--- src/rtl/fcmd_pkg.sv ---
package fcmd_pkg;
    localparam int CODE_W = 4;
    localparam int NCMD   = 9;

    typedef enum logic [CODE_W-1:0] {
        CODE_NONE   = 4'd0,
        CODE_L1RST  = 4'd1,
        CODE_HARD   = 4'd2,
        CODE_START  = 4'd3,
        CODE_STOP   = 4'd4,
        CODE_TEST   = 4'd5,
        CODE_PGAP   = 4'd6,
        CODE_PORBIT = 4'd7,
        CODE_BX0    = 4'd8,
        CODE_BCRST  = 4'd9
    } run_code_e;

    localparam int BX0_IDX = 7;

    function automatic logic [NCMD-1:0] decode_code(input logic [CODE_W-1:0] c);
        logic [NCMD-1:0] s;
        s = '0;
        unique case (c)
            CODE_L1RST:  s[0] = 1'b1;
            CODE_HARD:   s[1] = 1'b1;
            CODE_START:  s[2] = 1'b1;
            CODE_STOP:   s[3] = 1'b1;
            CODE_TEST:   s[4] = 1'b1;
            CODE_PGAP:   s[5] = 1'b1;
            CODE_PORBIT: s[6] = 1'b1;
            CODE_BX0:    s[7] = 1'b1;
            CODE_BCRST:  s[8] = 1'b1;
            default:     s = '0;
        endcase
        return s;
    endfunction
endpackage

--- src/rtl/fcmd_bcast.sv ---
module fcmd_bcast
    import fcmd_pkg::*;
#(
    parameter int BC_W = 6
) (
    input  logic                 clk,
    input  logic                 rst,
    input  logic                 bc_valid,
    input  logic [BC_W-1:0]      bc_word,
    output logic [NCMD-1:0]      cmd_stb,
    output logic [BC_W-1:0]      bus_bcast,
    output logic                 bc_upd
);
    logic [NCMD-1:0] stb_next;

    always_comb begin
        stb_next = bc_valid ? decode_code(bc_word[CODE_W-1:0]) : '0;
    end

    always_ff @(posedge clk) begin
        if (rst) begin
            cmd_stb   <= '0;
            bus_bcast <= '0;
            bc_upd    <= 1'b0;
        end else begin
            cmd_stb <= stb_next;
            bc_upd  <= bc_valid;
            if (bc_valid) begin
                bus_bcast <= bc_word;
            end
        end
    end


    onehot_stb_chk: assert property (@(posedge clk) $onehot0(cmd_stb));


    bus_hold_chk: assert property (@(posedge clk) disable iff (rst)
        (!$past(bc_valid) && !$past(rst)) |-> $stable(bus_bcast));

    generate
        for (genvar i = 0; i < NCMD; i++) begin : g_stb_chk

            stb_source_chk: assert property (@(posedge clk) disable iff (rst)
                cmd_stb[i] |-> ($past(bc_valid) && ($past(bc_word[CODE_W-1:0]) == CODE_W'(i + 1))));
        end
    endgenerate
endmodule

--- src/rtl/fcmd_addr.sv ---
module fcmd_addr #(
    parameter int AD_W = 8
) (
    input  logic            clk,
    input  logic            rst,
    input  logic            run_normal,
    input  logic [AD_W-1:0] crate_id,
    input  logic            ad_valid,
    input  logic [AD_W-1:0] ad_target,
    input  logic [AD_W-1:0] ad_sub,
    input  logic [AD_W-1:0] ad_data,
    input  logic            ad_local,
    output logic [AD_W-1:0] bus_sub,
    output logic [AD_W-1:0] bus_data,
    output logic            ad_upd
);
    logic hit;
    logic blocked;
    logic take;

    always_comb begin
        hit     = (ad_target == crate_id);
        blocked = run_normal && ad_local;
        take    = ad_valid && hit && !blocked;
    end

    always_ff @(posedge clk) begin
        if (rst) begin
            bus_sub  <= '0;
            bus_data <= '0;
            ad_upd   <= 1'b0;
        end else begin
            ad_upd <= take;
            if (take) begin
                bus_sub  <= ad_sub;
                bus_data <= ad_data;
            end
        end
    end


    addr_match_chk: assert property (@(posedge clk) disable iff (rst)
        ad_upd |-> ($past(ad_target) == $past(crate_id)));


    normal_block_chk: assert property (@(posedge clk) disable iff (rst)
        ad_upd |-> !($past(run_normal) && $past(ad_local)));


    data_hold_chk: assert property (@(posedge clk) disable iff (rst)
        (!ad_upd && !$past(rst)) |-> $stable(bus_data));
endmodule

--- src/rtl/fcmd_decoder.sv ---
module fcmd_decoder
    import fcmd_pkg::*;
#(
    parameter int BC_W = 6,
    parameter int AD_W = 8
) (
    input  logic            clk,
    input  logic            rst,
    input  logic            run_normal,
    input  logic [AD_W-1:0] crate_id,
    input  logic            l1a_in,
    input  logic            bc_valid,
    input  logic [BC_W-1:0] bc_word,
    input  logic            ad_valid,
    input  logic [AD_W-1:0] ad_target,
    input  logic [AD_W-1:0] ad_sub,
    input  logic [AD_W-1:0] ad_data,
    input  logic            ad_local,
    output logic [NCMD-1:0] cmd_stb,
    output logic [BC_W-1:0] bus_bcast,
    output logic            bc_upd,
    output logic [AD_W-1:0] bus_sub,
    output logic [AD_W-1:0] bus_data,
    output logic            ad_upd,
    output logic            l1a_line,
    output logic            bx0_line
);
    fcmd_bcast #(.BC_W(BC_W)) u_bcast (
        .clk       (clk),
        .rst       (rst),
        .bc_valid  (bc_valid),
        .bc_word   (bc_word),
        .cmd_stb   (cmd_stb),
        .bus_bcast (bus_bcast),
        .bc_upd    (bc_upd)
    );

    fcmd_addr #(.AD_W(AD_W)) u_addr (
        .clk        (clk),
        .rst        (rst),
        .run_normal (run_normal),
        .crate_id   (crate_id),
        .ad_valid   (ad_valid),
        .ad_target  (ad_target),
        .ad_sub     (ad_sub),
        .ad_data    (ad_data),
        .ad_local   (ad_local),
        .bus_sub    (bus_sub),
        .bus_data   (bus_data),
        .ad_upd     (ad_upd)
    );

    always_ff @(posedge clk) begin
        if (rst) begin
            l1a_line <= 1'b0;
        end else begin
            l1a_line <= l1a_in;
        end
    end

    always_comb begin
        bx0_line = cmd_stb[BX0_IDX];
    end


    l1a_delay_chk: assert property (@(posedge clk) disable iff (rst)
        !$past(rst) |-> (l1a_line == $past(l1a_in)));


    reset_quiet_chk: assert property (@(posedge clk)
        $past(rst) |-> (cmd_stb == '0 && !bc_upd && !ad_upd && !l1a_line));
endmodule

--- config.mk ---
export PLATFORM = sky130hd
export DESIGN_NAME = fcmd_decoder
export DESIGN_NICKNAME = d
export VERILOG_FILES = /design/src/rtl/fcmd_pkg.sv /design/src/rtl/fcmd_bcast.sv /design/src/rtl/fcmd_addr.sv /design/src/rtl/fcmd_decoder.sv
export SDC_FILE = /design/constraint.sdc
export NUM_CORES = 1
export LEC_CHECK = 0
export BUFFER_PORTS_ARGS = -buffer_cell sky130_fd_sc_hd__buf_2
export CORE_ASPECT_RATIO = 2
export CORE_MARGIN = 4
export CORE_UTILIZATION = 48
export CTS_BUF_LIST = sky130_fd_sc_hd__clkbuf_4
export CTS_CLUSTER_DIAMETER = 120
export DETAILED_ROUTE_END_ITERATION = 7
export HOLD_SLACK_MARGIN = 0.12
export PLACE_DENSITY = 0.86
export SKIP_CTS_REPAIR_TIMING = 1
export SYNTH_ARGS = -nofsm -noshare
export SYNTH_HDL_FRONTEND = slang
export SYNTH_HIERARCHICAL = 1
export SYNTH_SLANG_ARGS = --single-unit
export TNS_END_PERCENT = 100
--- constraint.sdc ---
create_clock -name clk -period 2.56 [get_ports clk]
set_input_delay 0.768 -clock clk [delete_from_list [all_inputs] [get_ports clk]]
set_output_delay 0.768 -clock clk [all_outputs]
set_load 0.03 [all_outputs]
==> results.py <==
metrics = {
    "setup_path": {
        "path_class": "input pin to flop",
        "crit_buf_inv": 2,
        "crit_chain": "buf_2 -> xnor2_1 -> nand3_1 -> nor4_4 -> buf_4 -> mux2i_1",
        "critPathMaxFanout": 17,
        "crit_arrival_ns": 1.94,
        "startpoint_type": "input pin",
        "end_kind": "flop",
        "crit_required_ns": 2.81,
        "r2r-end": "u_bcast/bus_bcast[0]$_SDFFE_PP0P_",
        "r2r_cells": 2,
        "rrSetupSlack_ns": 1.91,
        "cpPeakStageDelay_ns": 0.32,
        "r2r_start": "u_bcast/bus_bcast[0]$_SDFFE_PP0P_",
        "cp_slowest_cell": "buf_4",
        "critPathTopFamily": "buffers and inverters",
    },
    "clocking": {
        "clock_latency_ns": 0.33,
        "cts.sinks": 34,
        "ctsLongestPathBuffers": 2,
        "cts_root_buffer": "clkbuf_4",
        "cts_buffers": 5,
        "cts_max_level": 2,
        "clk_pin_slew_worst_paths_ns": 0.09,
        "cts_tree": "yes",
    },
    "power_and_ir_drop": {
        "leakage_nw": 0.874,
        "irDropWorstVdd_uv": 411,
        "p_per_area_nw_per_um2": 508,
    },
    "grt": {
        "grt_pass1_wl_um": 4750,
        "grt_pass1_vias": 1155,
        "grt_util_all_layers": 0.167,
        "grt_max_degree": 47,
        "antenna_found_initial": 0,
        "grt_overflow_total": 0,
    },
    "yosys": {
        "synth-edff-count": 0,
        "yosysWarnings": 6,
        "netlist_area_um2": 1400,
        "ys_seq_elements": 34,
        "synth_top_area_cell": "dfxtp_1",
        "synthesis.nets": 177,
        "ys_types": 24,
        "ys_seq_area_frac": 0.487,
        "synth-main-ff-cell": "dfxtp_1",
        "syn_avg_cell_area_um2": 10.6,
        "synth_top_cell_area_share": 0.487,
        "yosys-top-cells-area": "dfxtp_1 (49%), nand2b_1 (15%), mux2i_1 (15%), xnor2_1 (3.8%), nor2_1 (3.0%)",
        "synth-async-reset-ratio": 0,
        "synth_cells": 132,
    },
    "drt": {
        "ant_nets": 0,
        "drt_iter0_drc": 18,
        "drc": 0,
        "vias": 1167,
        "routed_wl_um": 3030,
        "dr.pass1.iters": 4,
        "wl_per_cell_um": 12.5,
        "vias_per_cell": 4.82,
    },
    "sta": {
        "worst_pin_slew_ns": 0.632,
        "finalHoldViolCount": 0,
        "rsz0062_at_grt": "false",
        "fin_skew_ns": 0,
        "slew_viol_final": 0,
        "fmax_mhz": 593,
        "whs_ns": 0.475,
        "finalSetupTns_ns": 0,
        "fin_crit_sh": 0.659,
        "setup_ws_ns": 0.873,
        "finalCriticalPeriod_ns": 1.69,
        "finalSetupViolations": 0,
        "maxSlewHeadroom": 0.579,
    },
    "placed_design": {
        "hpwlAfterDp_um": 2390,
        "post-place-cells": 234,
        "pre_cts_ws_ns": 0.519,
        "placed_cell_area_um2": 1800,
        "gp_congestion": 0.649,
        "portBuffers": 79,
    },
    "die": {
        "die_area_um2": 3890,
        "io_pins": 80,
        "core-area_um2": 2770,
        "die_x_um": 46.2,
        "die_h_um": 84.3,
        "start_util": 0.505,
        "rows": 27,
    },
    "status": {
        "status": "finished clean",
    },
    "hold_path": {
        "whs_path_depth": 2,
        "worstHoldEndpoint": "u_addr/bus_sub[5]$_SDFFE_PP0P_",
        "min-delay-start": "u_addr/bus_sub[5]$_SDFFE_PP0P_",
        "hold_path.class": "flop to flop",
    },
    "final_layout": {
        "antenna_cells": 0,
        "nNetsFinal": 257,
        "fill_cells": 257,
        "fin_area_um2": 1850,
        "area.growth.synth_to_final_pct": 32.5,
        "stdcell_count": 242,
        "drive_gt1_frac": 0.427,
    },
    "flow_run": {
        "maxCapViolCount": 0,
    },
}
## flip-flops by register name, summed over array words and instances, names as in the netlist
| signal | count |
|---|---|
| l1a_line | 1 |
| u_addr/ad_upd | 1 |
| u_addr/bus_data | 8 |
| u_addr/bus_sub | 8 |
| u_bcast/bc_upd | 1 |
| u_bcast/bus_bcast | 6 |
| u_bcast/cmd_stb | 9 |
## layer usage
layer,routed length (um),share of wire,GRT usage,vias to the layer above
met5,0,0,0,-
met4,66,0.022,0.0855,0
met3,339,0.11,0.0730,7
met2,1600,0.53,0.295,55
met1,1020,0.34,0.145,511
li1,-,-,-,594
## through the flow
step,utilization,power [mW]
global placement,0.649,0.675
CTS,0.668,0.956
finish,0.668,0.941
floorplan,-,0.624
global route,0.668,0.985
detailed placement,0.649,0.678
## cell usage after synthesis (2+ instances only)
library cell / number
xor2_1: 2
nand2b_1: 34
clkbuf_1: 4
xnor2_1: 6
nand2_1: 2
nor2_1: 11
dfxtp_1: 34
nor2b_1: 2
nor4_1: 2
mux2i_1: 21
## worst register-to-register path: stages, from the launching register on
cell and delay [ns]:
dfxtp_1 0.33, mux2i_1 0.14, nor2_1 0.05
## power by group
part           leakage, nW  switching (mW)  internal, mW  total, mW
Clock               0.0331           0.163         0.114      0.276
Sequential           0.276         0.00340         0.537      0.541
Combinational        0.565          0.0639        0.0596      0.123
Total                0.874           0.230         0.711      0.941
## layout by cell type, fill, tap and decap left out, drive strengths merged, types with 3 or more instances in the layout
cell type	count
nand2b	34
mux2i	21
nor4	3
buf	80
nor2b	3
xnor2	6
clkbuf	6
dfxtp	34
nor2	11
## cell families after synthesis
group,count (synthesis),synth area share
buffers and inverters,7,0.0277
muxes,21,0.150
DFF,34,0.487
AOI/OAI and AO/OA,2,0.00895
xor gates and xnor gates,8,0.0501
and+or+nand+nor,60,0.276
## layout make-up
cell class                 instances  area [um2]  share of cell area
clock inverter                     2        8.76             0.00473
tap                               29        36.3              0.0196
timing repair buffer              80         403               0.218
sequential                        34         681               0.368
clock buffer                       6        45.0              0.0243
multi-input combinational         91         678               0.366
## worst max path at each step
stage | startpoint | end | slack (ns) | cells past startpoint
after floorplan | crate_id[2] | u_addr/bus_data[0]$_SDFFE_PP0P_ | 0.58 | 5
after detailed placement | crate_id[1] | u_addr/bus_sub[0]$_SDFFE_PP0P_ | 0.52 | 6
after global placement | crate_id[5] | u_addr/bus_data[1]$_SDFFE_PP0P_ | 0.62 | 6
after global routing | crate_id[5] | u_addr/bus_sub[0]$_SDFFE_PP0P_ | 0.79 | 6
final | crate_id[1] | u_addr/bus_sub[0]$_SDFFE_PP0P_ | 0.87 | 6
after CTS | crate_id[1] | u_addr/bus_sub[0]$_SDFFE_PP0P_ | 0.88 | 6
Note: power is estimated with default switching activity, not from simulation.
